--- src/rtl/tlb_pkg.sv ---
package tlb_pkg;
    localparam int VA_W    = 32;
    localparam int OFF_W   = 12;
    localparam int PPN_W   = 18;
    localparam int ENTRIES = 16;
    localparam int VPN_W   = VA_W - OFF_W;
    localparam int PA_W    = PPN_W + OFF_W;
    localparam int IDX_W   = $clog2(ENTRIES);

    typedef struct packed {
        logic             vld;
        logic             dty;
        logic [VPN_W-1:0] vpn;
        logic [PPN_W-1:0] ppn;
    } tlb_ent_t;
endpackage

--- src/rtl/tlb_match.sv ---
module tlb_match
    import tlb_pkg::*;
#(
    parameter int N = ENTRIES
) (
    input  tlb_ent_t [N-1:0]   ents,
    input  logic [VPN_W-1:0]   key,
    output logic [N-1:0]       match
);
    for (genvar g = 0; g < N; g++) begin : g_cmp
        assign match[g] = ents[g].vld && (ents[g].vpn == key);
    end
endmodule

--- src/rtl/tlb_plru.sv ---
module tlb_plru #(
    parameter int N  = 16,
    parameter int IW = $clog2(N)
) (
    input  logic          clk,
    input  logic          rst_n,
    input  logic          ta_en,
    input  logic [IW-1:0] ta_idx,
    input  logic          tb_en,
    input  logic [IW-1:0] tb_idx,
    output logic [IW-1:0] victim
);
    typedef struct packed {
        logic [N-2:0] tree;
    } plru_st_t;

    plru_st_t st_d, st_q;

    function automatic logic [N-2:0] f_touch(input logic [N-2:0] t, input logic [IW-1:0] idx);
        logic [N-2:0] r;
        int node;
        r = t;
        node = 1;
        for (int l = 0; l < IW; l++) begin
            r[node-1] = ~idx[IW-1-l];
            node = node * 2 + int'(idx[IW-1-l]);
        end
        return r;
    endfunction

    always_comb begin
        int node;
        st_d = st_q;
        if (ta_en) st_d.tree = f_touch(st_d.tree, ta_idx);
        if (tb_en) st_d.tree = f_touch(st_d.tree, tb_idx);
        victim = '0;
        node = 1;
        for (int l = 0; l < IW; l++) begin
            victim[IW-1-l] = st_q.tree[node-1];
            node = node * 2 + int'(st_q.tree[node-1]);
        end
    end

    always_ff @(posedge clk) begin
        if (!rst_n) st_q <= '0;
        else        st_q <= st_d;
    end
endmodule

--- src/rtl/tlb_alloc.sv ---
module tlb_alloc #(
    parameter int N  = 16,
    parameter int IW = $clog2(N)
) (
    input  logic [N-1:0]  vld_vec,
    input  logic [IW-1:0] lru_victim,
    output logic [IW-1:0] slot
);
    always_comb begin
        slot = lru_victim;
        for (int i = N - 1; i >= 0; i--) begin
            if (!vld_vec[i]) slot = IW'(i);
        end
    end
endmodule

--- src/rtl/tlb_xlate.sv ---
module tlb_xlate
    import tlb_pkg::*;
(
    input  logic             clk,
    input  logic             rst_n,
    input  logic             kernel_mode,
    input  logic             lk_valid,
    input  logic             lk_store,
    input  logic [VA_W-1:0]  lk_vaddr,
    output logic             lk_hit,
    output logic             lk_miss,
    output logic             lk_dirty,
    output logic [PA_W-1:0]  lk_paddr,
    input  logic             fill_en,
    input  logic [VPN_W-1:0] fill_vpn,
    input  logic [PPN_W-1:0] fill_ppn,
    input  logic             inval_all
);
    typedef struct packed {
        tlb_ent_t [ENTRIES-1:0] ent;
    } tlb_st_t;

    tlb_st_t st_d, st_q;

    logic [ENTRIES-1:0] hit_vec, fmatch_vec, vld_vec, dty_vec;
    logic [IDX_W-1:0]   hit_idx, fmatch_idx, alloc_idx, lru_victim, fill_idx;
    logic               hit_any, fill_dup, wr_ok, inv_ok, store_upd;

    for (genvar g = 0; g < ENTRIES; g++) begin : g_flags
        assign vld_vec[g] = st_q.ent[g].vld;
        assign dty_vec[g] = st_q.ent[g].dty;
    end

    tlb_match #(.N(ENTRIES)) i_lk_match (
        .ents  (st_q.ent),
        .key   (lk_vaddr[VA_W-1:OFF_W]),
        .match (hit_vec)
    );

    tlb_match #(.N(ENTRIES)) i_fill_match (
        .ents  (st_q.ent),
        .key   (fill_vpn),
        .match (fmatch_vec)
    );

    tlb_alloc #(.N(ENTRIES)) i_alloc (
        .vld_vec    (vld_vec),
        .lru_victim (lru_victim),
        .slot       (alloc_idx)
    );

    tlb_plru #(.N(ENTRIES)) i_plru (
        .clk    (clk),
        .rst_n  (rst_n),
        .ta_en  (lk_valid && hit_any),
        .ta_idx (hit_idx),
        .tb_en  (wr_ok),
        .tb_idx (fill_idx),
        .victim (lru_victim)
    );

    always_comb begin
        hit_idx    = '0;
        fmatch_idx = '0;
        for (int i = 0; i < ENTRIES; i++) begin
            if (hit_vec[i])    hit_idx    = hit_idx | IDX_W'(i);
            if (fmatch_vec[i]) fmatch_idx = fmatch_idx | IDX_W'(i);
        end
        hit_any   = |hit_vec;
        fill_dup  = |fmatch_vec;
        fill_idx  = fill_dup ? fmatch_idx : alloc_idx;
        inv_ok    = kernel_mode && inval_all;
        wr_ok     = kernel_mode && fill_en && !inval_all;
        store_upd = lk_valid && lk_store && hit_any;

        st_d = st_q;
        if (store_upd) st_d.ent[hit_idx].dty = 1'b1;
        if (wr_ok) begin
            st_d.ent[fill_idx].vld = 1'b1;
            st_d.ent[fill_idx].dty = 1'b0;
            st_d.ent[fill_idx].vpn = fill_vpn;
            st_d.ent[fill_idx].ppn = fill_ppn;
        end
        if (inv_ok) begin
            for (int i = 0; i < ENTRIES; i++) st_d.ent[i].vld = 1'b0;
        end

        lk_hit   = lk_valid && hit_any;
        lk_miss  = lk_valid && !hit_any;
        lk_dirty = lk_hit && st_q.ent[hit_idx].dty;
        lk_paddr = lk_hit ? {st_q.ent[hit_idx].ppn, lk_vaddr[OFF_W-1:0]} : '0;
    end

    always_ff @(posedge clk) begin
        if (!rst_n) st_q <= '0;
        else        st_q <= st_d;
    end
endmodule

--- config.mk ---
export PLATFORM = sky130hd
export DESIGN_NAME = tlb_xlate
export DESIGN_NICKNAME = d
export VERILOG_FILES = /design/src/rtl/tlb_pkg.sv /design/src/rtl/tlb_match.sv /design/src/rtl/tlb_plru.sv /design/src/rtl/tlb_alloc.sv /design/src/rtl/tlb_xlate.sv
export SDC_FILE = /design/constraint.sdc
export NUM_CORES = 2
export LEC_CHECK = 0
export BUFFER_PORTS_ARGS = -buffer_cell sky130_fd_sc_hd__clkbuf_2
export CORE_MARGIN = 5
export CORE_UTILIZATION = 45
export CTS_BUF_LIST = sky130_fd_sc_hd__clkbuf_4 sky130_fd_sc_hd__clkbuf_8 sky130_fd_sc_hd__clkbuf_16
export DETAILED_ROUTE_END_ITERATION = 6
export HOLD_SLACK_MARGIN = 0.08
export SLEW_MARGIN = 20
export SYNTH_ARGS = -nofsm -noshare
export SYNTH_HDL_FRONTEND = slang
export SYNTH_SLANG_ARGS = --single-unit
--- constraint.sdc ---
create_clock -name clk -period 7.6 [get_ports clk]
set_input_delay 0.76 -clock clk [delete_from_list [all_inputs] [get_ports clk]]
set_output_delay 0.76 -clock clk [all_outputs]
set_load 0.05 [all_outputs]
Yosys cells after proc, flatten, opt, wreduce, memory -nomap -nowiden
Index checks and enable logic that the tools add are counted.
Word-level totals
  flip-flop bits (word level): 655
  bits in latches: 0
  memory bits (writable): 0
  memory bits (read-only): 0
  output and inout bits: 33
  logic and storage cells: 294
  memories: 0
Operators by class
  $add $sub $neg: 18
  multiply operators: 0
  divide/modulo/power cells: 0
  $lt $le $gt $ge: 19
  equal/unequal tests: 32
  shift operators: 0
  multiplexer cells: 96
  bitwise operators: 9
  reductions and logical operators: 54
Operator list (number)
  $bwmux 640: 5
  $mux 640: 2
  $demux 40 s4: 5
  $eq 20x20->1: 32
  $lt 32x6->1 const B: 9
  $sub 32x2->32 const B: 9
  $add 32x2->32: 6
  $ge 32x1->1 const B: 6
  $bmux 40 s4: 1
  $mux 4: 33
  $mux 39: 3
  $bwmux 15: 6
  $logic_and 1x1->1: 48
  $mux 40: 1
  $mux 38: 1
  $reduce_or 16->1: 2
  $mux 15: 2
  $mux 30: 1
  $demux 1 s4: 6
  $mux 3: 8
  $mux 18: 1
  $mux 1: 14
  $bmux 1 s4: 3
  $lt 4x5->1 const B: 2
  other kinds (7): 22

Longest topological paths before layout
  depth after elaboration: 42
  mapped depth: 20
  depth with buffers taken out: 14

Modules after synthesis
From an unflattened synthesis, not the netlist that was laid out.
Unflattened totals
  cells, all modules: 3863
  area total of the unflattened synthesis: 35766.8 um2
Modules (own cells, without submodules)
  tlb_xlate: instances 1, cells each 2658, area each 26221.4 um2
  tlb_match: instances 2, cells each 472, area each 3846.2 um2
  tlb_plru: instances 1, cells each 229, area each 1677.9 um2
  tlb_alloc: instances 1, cells each 32, area each 175.2 um2

Least setup slack after synthesis
Ideal clock, no wire load.
  path type: input -> output
  start: input lk_vaddr[18]
  end: output lk_paddr[14]
  arrival time: 4031 ps
  data required time: 6840 ps
  slack: 2809 ps
  stages: 12
  path buffers: 5
  path through: buf_2 -> buf_2 -> xnor2_1 -> nand4_1 -> nor4_1 -> a22oi_1 -> nand4_1 -> o31a_1 -> clkbuf_1 -> clkbuf_1 -> clkbuf_1 -> o311a_1
RTL lines
  start, declared: RTL line tlb_xlate.sv:9  | input logic [VA_W-1:0] lk_vaddr,
  $eq 20x20->1: RTL line tlb_match.sv:11  | assign match[g] = ents[g].vld && (ents[g].vpn == key);
  $logic_and 1x1->1: RTL line tlb_match.sv:11
  $reduce_or 16->1 (*): RTL line tlb_xlate.sv:69  | hit_any = |hit_vec;
  $logic_and 1x1->1 (*): RTL line tlb_xlate.sv:88  | lk_hit = lk_valid && hit_any;
  via lk_hit: RTL line tlb_xlate.sv:10  | output logic lk_hit,
  $mux 30 (*): RTL line tlb_xlate.sv:91  | lk_paddr = lk_hit ? {st_q.ent[hit_idx].ppn, lk_vaddr[OFF_W-1:0]} : '0;
  end, declared: RTL line tlb_xlate.sv:13  | output logic [PA_W-1:0] lk_paddr,
The timed path passes the listed nets; every way through them passes the cells marked *. The select of a mux whose other input is x is not followed.

Worst setup path in the final report
  start: input lk_vaddr[18]
  end: output lk_paddr[28]
On the way
  longest elaborated chain between the ends: 20
RTL lines
  $eq 20x20->1: RTL line tlb_match.sv:11
  $logic_and 1x1->1: RTL line tlb_match.sv:11
  $mux 1: RTL line tlb_xlate.sv:66  | if (hit_vec[i]) hit_idx = hit_idx | IDX_W'(i);
  $mux 2 (2 in series): RTL line tlb_xlate.sv:66
  $mux 3 (4 in series): RTL line tlb_xlate.sv:66
  $mux 4 (8 in series): RTL line tlb_xlate.sv:66
  $bmux 40 s4: RTL line tlb_xlate.sv:91
  $mux 39 (implied by the code): RTL line tlb_xlate.sv:91
  $mux 30 (*): RTL line tlb_xlate.sv:91
Mark *: on every way between the ends. The rest lies on a longest branch, timed or not. The select of a mux whose other input is x is not followed.

==> flow_summary.json <==
{
  "status": "finished clean",
  "yosys.cell_types.count": 68,
  "grt_usage": 0.263,
  "skew_ns": 0.0301,
  "final_common_cell": "dfxtp_1",
  "muxShareOfSynthArea": 0.186,
  "drc_errors": 0,
  "synthesis.nets": 4068,
  "leakagePower_uw": 0.0143,
  "setup_viol": 0,
  "max_slew_margin": 0.240,
  "start_util": 0.452,
  "synthArstFlopShare": 0,
  "synth_compound_area_frac": 0.0534,
  "power_density_nw_per_um2": 194,
  "drt-initial-drc-count": 2468,
  "synthesis.area_um2": 35700,
  "synth_adder_area_share": 0.00561,
  "cts_buffers": 74,
  "cp.arrival_ns": 5.37,
  "die_h_um": 292,
  "cp-end-kind": "primary output",
  "ios": 110,
  "period_share": 0.806,
  "synth_seq_cells": 655,
  "synth_top_family_by_area": "multiplexers",
  "synth_edf_count": 0,
  "ctsResizeCount": 0,
  "drive_gt1_frac": 0.100,
  "rsz0062_at_grt": "false",
  "coreArea_um2": 78900,
  "final_max_slew_viol_count": 0,
  "worstMarginPinSlew_ns": 1.14,
  "post_cts_buffers": 0,
  "critPathMaxFanout": 165,
  "die_x_um": 292,
  "final_cell_mix": "dfxtp_1 (655), nor2_1 (641), mux2i_1 (614)",
  "clk_latency_ns": 0.63,
  "grt_pass1_vias": 27300,
  "synthXorXnorAreaFrac": 0.158,
  "cp.required_ns": 6.84,
  "clk_pin_slew_ns": 0.06,
  "tns_ns": 0,
  "fmax_ghz": 0.163,
  "fin_crit_ns": 6.13,
  "slowest_delay_ns": 0.76,
  "grt_max_degree": 205,
  "clockBufferDepth": 3,
  "ys_seq_area_frac": 0.367,
  "antenna_found_initial": 3,
  "ys.flop_type": "dfxtp_1",
  "cts_hold_buf": 0,
  "vias": 28500,
  "stdcell_count": 4990,
  "via_per_inst": 5.71,
  "n_fill_cell": 7633,
  "hold_viol": 0,
  "wire_per_inst_um": 23.4,
  "cpMaxStageDelayCell": "clkbuf_2",
  "grt_overflow": 0,
  "gp_congestion": 0.919,
  "yosys_warnings": 0,
  "grt_pass1_wl_um": 176000,
  "cts_tree": "built",
  "drt-total-wl_um": 117000,
  "utilization": 0.493,
  "synthCells": 3975,
  "min_path_type": "reg2reg",
  "antenna_left": 0,
  "placed_cells": 4855,
  "cts_root_buffer": "clkbuf_16",
  "crit_chain": "clkbuf_2 -> xnor2_1 -> nand4_1 -> nor4_1 -> a22oi_1 -> nand4_1 -> buf_12 -> mux2_2 -> nor2_1 -> a211oi_1 -> or3_1 -> o311a_1 -> clkbuf_2",
  "final_nets": 3975,
  "port_buffers": 109,
  "crit_type": "in2out",
  "num_rows": 103,
  "die_area_um2": 85000,
  "dp.final_hpwl_um": 71200,
  "avgSynthCellArea_um2": 8.98,
  "whs_ns": 0.457,
  "htree_num_levels": 3,
  "startpoint_type": "input port",
  "cap_viol_max_count": 0,
  "drt_first_pass_iters": 5,
  "areaGrowthSynthToFinish_pct": 8.94,
  "synth-simple-area-share": 0.177,
  "clock_sinks": 655,
  "ir_worst_vdd_uv": 162
}
-- sequential cells by signal, summed over array words and instances, names as in the netlist --
| register | count |
|---|---|
| st_q | 624 |
| dty_vec | 16 |
| i_plru.st_q | 15 |
-- through the flow --
step	total power [µW]	cell area, µm²	setup slack, ns
final	7560	38900	1.47
after global routing	7780	38900	1.45
after CTS	7600	38800	1.63
after detailed placement	4060	36400	1.34
after global placement	4060	36400	1.40
after floorplan	3880	35700	2.81
-- cells by family (layout without fill, tap and decap cells) --
| kind of cell | after synthesis | in the layout |
|---|---|---|
| adders and majority gates | 16 | 16 |
| DFF | 655 | 655 |
| xor gates and xnor gates | 643 | 643 |
| and+or+nand+nor | 1367 | 1367 |
| other | 0 | 3 |
| buffers and inverters | 374 | 336 |
| muxes | 658 | 658 |
| AOI/OAI and AO/OA | 262 | 262 |
-- where the power goes --
group	switching, µW	internal, µW	total (µW)	leakage [µW]
clock	1510	2060	3570	0.00122
sequential	9.22	3440	3450	0.00528
combinational	377	165	543	0.00782
total	1890	5670	7560	0.0143
-- path summary, 6_finish.rpt --
path	start	slack (ns)	depth (start not counted)	endpoint
max	lk_vaddr[18]	1.47	13	lk_paddr[28]
max reg2reg	st_q[59]$_SDFFE_PN0P_	2.51	12	st_q[62]$_SDFFE_PN0P_
min reg2reg	st_q[53]$_SDFFE_PN0P_	0.46	2	st_q[53]$_SDFFE_PN0P_
min	st_q[53]$_SDFFE_PN0P_	0.46	2	st_q[53]$_SDFFE_PN0P_
-- final cells by class --
type / instances / area (µm²) / share of cell area
Antenna cell: 3 / 7.51 / 0.000193
Timing Repair Buffer: 185 / 1220 / 0.0315
Tap cell: 1050 / 1310 / 0.0338
Clock inverter: 23 / 188 / 0.00483
Sequential cell: 655 / 13100 / 0.337
Multi-Input combinational cell: 2946 / 20700 / 0.534
Clock buffer: 108 / 2210 / 0.0567
Inverter: 20 / 82.6 / 0.00212
-- synth_stat cells, drive strengths merged, types with 53 or more instances --
| cell type | count | share of area |
|---|---|---|
| a21oi | 66 | 0.0093 |
| buf | 202 | 0.035 |
| xnor2 | 387 | 0.095 |
| nand4 | 133 | 0.023 |
| nor2 | 643 | 0.068 |
| and3 | 53 | 0.0093 |
| clkbuf | 152 | 0.016 |
| mux2i | 614 | 0.17 |
| nor4 | 86 | 0.015 |
| xor2 | 256 | 0.063 |
| dfxtp | 655 | 0.37 |
| nand2 | 274 | 0.029 |
-- critical path: cells and delay by family --
family / cells / cell delay (ns)
buffers and inverters: 3 / 1.69
and+or+nand+nor: 5 / 1.56
AOI/OAI and AO/OA: 3 / 0.53
muxes: 1 / 0.41
xor gates and xnor gates: 1 / 0.20
-- routing by layer --
layer | vias to the layer above | routed length (µm) | GRT usage
li1 | 13400 | - | -
met4 | 2 | 4630 | 0.0936
met2 | 1041 | 52900 | 0.425
met3 | 253 | 7710 | 0.0368
met1 | 13800 | 51600 | 0.362
met5 | - | 13 | 0
Power figures use the tool's default switching activity.
